===== src/rtl/cmac_pkg.sv =====
package cmac_pkg;

  typedef struct packed {
    logic       en_n;
    logic [1:0] sh;
    logic       acc;
    logic       peak;
    logic       fmt;
    logic [1:0] sel;
  } ctl_t;

  localparam ctl_t CTL_IDLE = '{en_n: 1'b1, sh: 2'd0, acc: 1'b1,
                                peak: 1'b0, fmt: 1'b1, sel: 2'd0};

  // growth code from a sign bit and the four examined guard bits
  function automatic logic [1:0] grow4(input logic sgn, input logic [3:0] nib);
    logic [1:0] code;
    code = 2'd0;
    for (int i = 0; i < 4; i++) begin
      if (nib[i] != sgn) code = (i >= 2) ? 2'd3 : 2'(i + 1);
    end
    return code;
  endfunction

  function automatic logic [1:0] max2(input logic [1:0] a, input logic [1:0] b);
    return (a > b) ? a : b;
  endfunction

endpackage


===== src/rtl/cmac_in_stage.sv =====
module cmac_in_stage
  import cmac_pkg::*;
#(
  parameter int IN_W   = 19,
  parameter int TRIG_W = 16
) (
  input  logic                     clk,
  input  logic                     rst_n,
  input  ctl_t                     ctl_i,
  input  logic signed [IN_W-1:0]   re_i,
  input  logic signed [IN_W-1:0]   im_i,
  input  logic signed [TRIG_W-1:0] cos_i,
  input  logic signed [TRIG_W-1:0] sin_i,
  output ctl_t                     ctl_o,
  output logic                     load_o,
  output logic signed [IN_W-1:0]   re_o,
  output logic signed [IN_W-1:0]   im_o,
  output logic signed [TRIG_W-1:0] cos_o,
  output logic signed [TRIG_W-1:0] sin_o
);

  ctl_t                     ctl_q;
  logic signed [IN_W-1:0]   re_q, im_q, re_sh, im_sh;
  logic signed [TRIG_W-1:0] cos_q, sin_q;

  // shared input shifter
  assign re_sh  = re_i >>> ctl_q.sh;
  assign im_sh  = im_i >>> ctl_q.sh;
  assign load_o = !ctl_q.en_n;

  always_ff @(posedge clk or negedge rst_n) begin
    if (!rst_n) begin
      ctl_q <= CTL_IDLE;
      cos_q <= '0;
      sin_q <= '0;
      re_q  <= '0;
      im_q  <= '0;
    end else begin
      ctl_q <= ctl_i;
      cos_q <= cos_i;
      sin_q <= sin_i;
      if (load_o) begin
        re_q <= re_sh;
        im_q <= im_sh;
      end
    end
  end

  assign ctl_o = ctl_q;
  assign re_o  = re_q;
  assign im_o  = im_q;
  assign cos_o = cos_q;
  assign sin_o = sin_q;

endmodule


===== src/rtl/cmac_core.sv =====
module cmac_core #(
  parameter int IN_W      = 19,
  parameter int TRIG_W    = 16,
  parameter int ACC_W     = 24,
  parameter int ACC_SHIFT = 17,
  localparam int PROD_W   = IN_W + TRIG_W + 1
) (
  input  logic                           clk,
  input  logic                           rst_n,
  input  logic                           acc_mode_i,
  input  logic signed [IN_W-1:0]         re_i,
  input  logic signed [IN_W-1:0]         im_i,
  input  logic signed [TRIG_W-1:0]       cos_i,
  input  logic signed [TRIG_W-1:0]       sin_i,
  output logic [1:0][PROD_W-1:0]         prd_h_o,
  output logic [1:0][ACC_W-1:0]          acc_o,
  output logic [1:0][ACC_W-1:0]          acc_h_o
);

  logic signed [PROD_W-1:0] rc, is, rs, ic;
  logic signed [PROD_W-1:0] prod_c [2];

  assign rc = PROD_W'(re_i) * PROD_W'(cos_i);
  assign is = PROD_W'(im_i) * PROD_W'(sin_i);
  assign rs = PROD_W'(re_i) * PROD_W'(sin_i);
  assign ic = PROD_W'(im_i) * PROD_W'(cos_i);

  assign prod_c[0] = rc - is;
  assign prod_c[1] = rs + ic;

  for (genvar k = 0; k < 2; k++) begin : g_lane
    logic signed [PROD_W-1:0] prd_q;
    logic signed [ACC_W-1:0]  acc_q, hold_q, term;

    assign term = ACC_W'(prd_q >>> ACC_SHIFT);

    always_ff @(posedge clk or negedge rst_n) begin
      if (!rst_n) begin
        prd_q  <= '0;
        acc_q  <= '0;
        hold_q <= '0;
      end else begin
        prd_q <= prod_c[k];
        acc_q <= (acc_mode_i ? acc_q : '0) + term;
        if (!acc_mode_i) hold_q <= acc_q;
      end
    end

    assign prd_h_o[k] = prd_q;
    assign acc_o[k]   = acc_q;
    assign acc_h_o[k] = hold_q;
  end

endmodule


===== src/rtl/cmac_peak_det.sv =====
module cmac_peak_det
  import cmac_pkg::*;
#(
  parameter int ACC_W   = 24,
  parameter int PROD_W  = 36,
  parameter int ACC_GLO = 15,
  parameter int PRD_GLO = 30
) (
  input  logic                   clk,
  input  logic                   rst_n,
  input  logic                   peak_i,
  input  logic [1:0][ACC_W-1:0]  acc_h_i,
  input  logic [1:0][PROD_W-1:0] prd_h_i,
  output logic [1:0]             cur_o,
  output logic                   track_o,
  output logic [1:0]             det_o
);

  logic [1:0] code_a [2];
  logic [1:0] code_p [2];
  logic [1:0] det_q;
  logic       trk_q;

  for (genvar k = 0; k < 2; k++) begin : g_code
    assign code_a[k] = grow4(acc_h_i[k][ACC_W-1],  acc_h_i[k][ACC_GLO+3:ACC_GLO]);
    assign code_p[k] = grow4(prd_h_i[k][PROD_W-1], prd_h_i[k][PRD_GLO+3:PRD_GLO]);
  end

  assign cur_o = max2(max2(code_a[0], code_a[1]), max2(code_p[0], code_p[1]));

  always_ff @(posedge clk or negedge rst_n) begin
    if (!rst_n) begin
      det_q <= '0;
      trk_q <= 1'b0;
    end else begin
      trk_q <= peak_i;
      det_q <= (peak_i && trk_q) ? max2(det_q, cur_o) : cur_o;
    end
  end

  assign track_o = trk_q;
  assign det_o   = det_q;

endmodule


===== src/rtl/cmac_unit.sv =====
module cmac_unit
  import cmac_pkg::*;
#(
  parameter int IN_W      = 19,
  parameter int TRIG_W    = 16,
  parameter int ACC_W     = 24,
  parameter int ACC_SHIFT = 17,
  parameter int OUT_W     = 20,
  parameter int ACC_GLO   = 15,
  parameter int PRD_GLO   = 30,
  localparam int PROD_W   = IN_W + TRIG_W + 1
) (
  input  logic              clk,
  input  logic              rst_n,
  input  logic [TRIG_W-1:0] cos_i,
  input  logic [TRIG_W-1:0] sin_i,
  input  logic [IN_W-1:0]   re_i,
  input  logic [IN_W-1:0]   im_i,
  input  logic              en_n_i,
  input  logic [1:0]        shift_i,
  input  logic              acc_i,
  input  logic              peak_i,
  input  logic              fmt_i,
  input  logic [1:0]        sel_i,
  output logic [OUT_W-1:0]  re_o,
  output logic [OUT_W-1:0]  im_o,
  output logic [1:0]        grow_o
);

  ctl_t                     ctl_in, ctl_w;
  logic                     load_w;
  logic signed [IN_W-1:0]   in_re_w, in_im_w;
  logic signed [TRIG_W-1:0] cos_w, sin_w;
  logic [1:0][PROD_W-1:0]   prd_h_w;
  logic [1:0][ACC_W-1:0]    acc_w, acc_h_w;
  logic [1:0]               cur_w, det_w;
  logic                     track_w;
  logic [1:0][OUT_W-1:0]    pick_w;
  logic [1:0][OUT_W-1:0]    out_q;

  assign ctl_in = '{en_n: en_n_i, sh: shift_i, acc: acc_i,
                    peak: peak_i, fmt: fmt_i, sel: sel_i};

  cmac_in_stage #(.IN_W(IN_W), .TRIG_W(TRIG_W)) u_in (
    .clk(clk), .rst_n(rst_n), .ctl_i(ctl_in),
    .re_i(re_i), .im_i(im_i), .cos_i(cos_i), .sin_i(sin_i),
    .ctl_o(ctl_w), .load_o(load_w),
    .re_o(in_re_w), .im_o(in_im_w), .cos_o(cos_w), .sin_o(sin_w)
  );

  cmac_core #(.IN_W(IN_W), .TRIG_W(TRIG_W), .ACC_W(ACC_W), .ACC_SHIFT(ACC_SHIFT)) u_core (
    .clk(clk), .rst_n(rst_n), .acc_mode_i(ctl_w.acc),
    .re_i(in_re_w), .im_i(in_im_w), .cos_i(cos_w), .sin_i(sin_w),
    .prd_h_o(prd_h_w), .acc_o(acc_w), .acc_h_o(acc_h_w)
  );

  cmac_peak_det #(.ACC_W(ACC_W), .PROD_W(PROD_W), .ACC_GLO(ACC_GLO), .PRD_GLO(PRD_GLO)) u_det (
    .clk(clk), .rst_n(rst_n), .peak_i(ctl_w.peak),
    .acc_h_i(acc_h_w), .prd_h_i(prd_h_w),
    .cur_o(cur_w), .track_o(track_w), .det_o(det_w)
  );

  // output select and format per lane (0 = real, 1 = imaginary)
  for (genvar k = 0; k < 2; k++) begin : g_out
    logic [OUT_W-1:0] raw;
    always_comb begin
      unique case (ctl_w.sel)
        2'd0:    raw = acc_h_w[k][ACC_W-1 -: OUT_W];
        2'd1:    raw = prd_h_w[k][PROD_W-1 -: OUT_W];
        2'd2:    raw = prd_h_w[k][OUT_W-1:0];
        default: raw = acc_h_w[k][OUT_W-1:0];
      endcase
    end
    assign pick_w[k] = {raw[OUT_W-1] ^ ~ctl_w.fmt, raw[OUT_W-2:0]};
  end

  always_ff @(posedge clk or negedge rst_n) begin
    if (!rst_n) out_q <= '0;
    else        out_q <= pick_w;
  end

  assign re_o   = out_q[0];
  assign im_o   = out_q[1];
  assign grow_o = det_w;

endmodule


===== config.mk =====
export PLATFORM = sky130hd
export DESIGN_NAME = cmac_unit
export DESIGN_NICKNAME = d
export VERILOG_FILES = /design/src/rtl/cmac_pkg.sv /design/src/rtl/cmac_in_stage.sv /design/src/rtl/cmac_core.sv /design/src/rtl/cmac_peak_det.sv /design/src/rtl/cmac_unit.sv
export SDC_FILE = /design/constraint.sdc
export NUM_CORES = 2
export LEC_CHECK = 0
export ABC_AREA = 1
export BUFFER_PORTS_ARGS = -buffer_cell sky130_fd_sc_hd__clkbuf_2
export CAP_MARGIN = 20
export CELL_PAD_IN_SITES_DETAIL_PLACEMENT = 0
export CELL_PAD_IN_SITES_GLOBAL_PLACEMENT = 2
export CORE_MARGIN = 2
export CORE_UTILIZATION = 39
export DETAILED_ROUTE_END_ITERATION = 10
export HOLD_SLACK_MARGIN = 0.15
export PLACE_DENSITY = 0.86
export SYNTH_ARGS = -nofsm -noshare
export SYNTH_HDL_FRONTEND = slang
export SYNTH_SLANG_ARGS = --single-unit

===== constraint.sdc =====
create_clock -name clk -period 8.79 [get_ports clk]
set_input_delay 1.3185 -clock clk [delete_from_list [all_inputs] [get_ports clk]]
set_output_delay 1.3185 -clock clk [all_outputs]
set_load 0.02 [all_outputs]

==> impl_metrics.json <==
{
  "grt_max_degree": 130,
  "ant_nets": 0,
  "critPathRequiredTime_ns": 9.31,
  "worst_slew_pin_slew_ns": 1.029,
  "fin_worst_skew_ns": 0.06057,
  "clk-insertion-delay-late_ns": 0.69,
  "viasPerCell": 4.838,
  "cts_hold_buf": 0,
  "fin_crit_sh_pct": 94.84,
  "critical_path_class": "reg -> reg",
  "place.gp.congestion": 0.9331,
  "clkSlewWorstSetupHoldPaths_ns": 0.06,
  "drv_slew": 0,
  "synth-seq-cells": 289,
  "port-buffer-count": 121,
  "dp_hpwl_um": 186000,
  "grt_overflow_total": 0,
  "ys_seq_area_share_pct": 10.67,
  "wire_per_inst_um": 18.96,
  "cp.arrival_ns": 8.85,
  "cp-start-kind": "register",
  "die_h_um": 421.0,
  "insertedDiodeCount": 0,
  "hold_viol_final": 0,
  "async_flop_share_pct": 100.0,
  "grt_util_all_layers_pct": 25.18,
  "syn_inst": 9187,
  "grt_pass1_vias": 58958,
  "critPathMaxFanout": 19,
  "ctsLongestPathBuffers": 3,
  "synthesis.nets": 10966,
  "cpPeakStageDelay_ns": 1.00,
  "cts_buffers": 39,
  "syn-cell-area_um2": 67810,
  "avgSynthCellArea_um2": 7.381,
  "core_region_area_um2": 173200,
  "htreeDepth": 2,
  "cts_resized": 0,
  "fillers": 18123,
  "relSlewSlack_pct": 31.40,
  "area_growth_pct": 7.208,
  "crit_path_top_delay_cell": "fa_1",
  "rsz0062_at_grt": "no",
  "drive_gt1_share_pct": 5.118,
  "drtIter0Drc": 3847,
  "outcome": "complete, no violations",
  "num_rows": 153,
  "cts-root-buf": "clkbuf_16",
  "setup_viol": 0,
  "die_area_um2": 177200,
  "drc_errors": 0,
  "tns_ns": 0,
  "drt_first_pass_iters": 6,
  "io_pins": 122,
  "cts_tree": "done",
  "fin_crit_ns": 8.337,
  "clkSinkCount": 289,
  "endpoint_kind": "register",
  "drt-total-wl_um": 218600,
  "antenna_found_initial": 2,
  "synth_cell_types": 48,
  "hold_path_class": "reg -> reg",
  "initial_utilization_pct": 39.14,
  "die_width_um": 421.0,
  "max_freq_ghz": 0.1200,
  "ys.warnings.count": 0,
  "ys.flop_type": "dfrtp_1",
  "nNetsFinal": 10957,
  "grt_pass1_wl_um": 345600,
  "vias": 55770,
  "drv_cap": 0,
  "synth_edf_count": 0,
  "post_cts_buffers": 0,
  "crit_top_cell": "nand2_1"
}
## sequential cells by signal (all words and copies together), names as in the netlist, 8 cells and up
name                  flops
u_core.g_lane.prd_q      72
u_core.g_lane.acc_q      48
u_core.g_lane.hold_q     48
im_o                     20
re_o                     20
u_in.im_o                19
u_in.re_o                19
u_in.cos_o               16
u_in.sin_o               16
u_in.ctl_o                8
## path summary, 6_finish.rpt
check | startpoint | end | slack [ns] | cells after the start
max | u_in.sin_o[2] | u_core.g_lane[0].prd_q[33] | 0.45 | 25
min | u_in.ctl_o[3] | u_det.track_o | 0.38 | 0
max reg2reg | u_in.sin_o[2] | u_core.g_lane[0].prd_q[33] | 0.45 | 25
min reg2reg | u_in.ctl_o[3] | u_det.track_o | 0.38 | 0
max in group asynchronous | rst_n | u_in.im_o[8] | 6.91 | 2
min in group asynchronous | rst_n | u_core.g_lane[0].prd_q[34] | 0.59 | 1
## per-layer routing
| layer | up-vias | GRT usage [%] | part of all wire [%] |
|---|---|---|---|
| li1 | 26474 | - | - |
| met1 | 27777 | 34.08 | 44 |
| met2 | 1292 | 42.10 | 47 |
| met3 | 227 | 3.164 | 5.1 |
| met4 | 0 | 7.482 | 3.3 |
| met5 | - | 0 | 0 |
## Yosys cell counts (16+ instances only)
master / n / share of area (%)
a21oi_1: 277 / 2.0
buf_1: 57 / 0.32
buf_2: 27 / 0.20
clkbuf_1: 224 / 1.2
dfrtp_1: 286 / 11
fa_1: 1220 / 36
ha_1: 479 / 8.8
inv_1: 2564 / 14
mux2_2: 39 / 0.65
nand2_1: 2699 / 15
nand2_2: 38 / 0.35
nand3_1: 198 / 1.5
nand3b_1: 16 / 0.18
nand4_1: 90 / 0.83
nor2_1: 422 / 2.3
nor3_1: 35 / 0.26
o21ai_0: 162 / 1.2
o21bai_1: 28 / 0.31
o221ai_1: 28 / 0.36
xnor2_1: 52 / 0.67
xor2_1: 110 / 1.4
## cell usage in the layout (no fill, tap or decap), drive strengths merged, types with 47 or more instances in the layout
cell / count
o21ai: 170
nand4: 90
nor2: 439
ha: 479
nand3: 205
nor3: 47
xor2: 110
clkbuf: 166
xnor2: 52
buf: 138
dfrtp: 286
fa: 1220
inv: 2573
a21oi: 285
nand2: 2737
## logic make-up after synthesis
kind of cell               after synthesis  share of synthesized area (%)
AOI/OAI and AO/OA                      555                          4.604
and+or+nand+nor                       3562                          21.11
xor gates and xnor gates               162                          2.093
muxes                                   41                         0.6772
buffers and inverters                 2879                          15.99
DFF                                    289                          10.67
adders and majority gates             1699                          44.86
## final cells by class
cell class              count  area, um^2  area share (%)
multi-input cells        6019       49740           68.42
inverters                2571        9651           13.28
flip-flops and latches    289        7261           9.988
well taps                2325        2909           4.002
repair buffers            258        1857           2.554
clock buffers              46        1032           1.420
clock inverters            19       246.5          0.3391
## worst max-delay path, delay by kind of cell (launching register included)
kind / cells / cell delay (ns)
DFF: 1 / 0.81
and+or+nand+nor: 15 / 2.40
adders and majority gates: 8 / 4.57
buffers and inverters: 2 / 0.37
## per-stage QoR
| stage | setup slack, ns | cell area, um^2 | cells | util (%) | hold WS (ns) |
|---|---|---|---|---|---|
| final | 0.4533 | 72690 | 11527 | 41.96 | 0.3835 |
| after global routing | 0.1353 | 72690 | 11527 | 41.96 | 0.4047 |
| after CTS | 0.4145 | 72690 | 11527 | 41.96 | 0.3922 |
| after detailed placement | 0.5229 | 71410 | 11462 | 41.22 | 0.3687 |
| after global placement | 0.4910 | 71410 | 11462 | 41.22 | 0.3833 |
| after floorplan | 2.322 | 67810 | 9187 | - | 0.3544 |
Power is not shown: default switching activity piles up to over one toggle a cycle in this logic, so the estimate is an artifact.
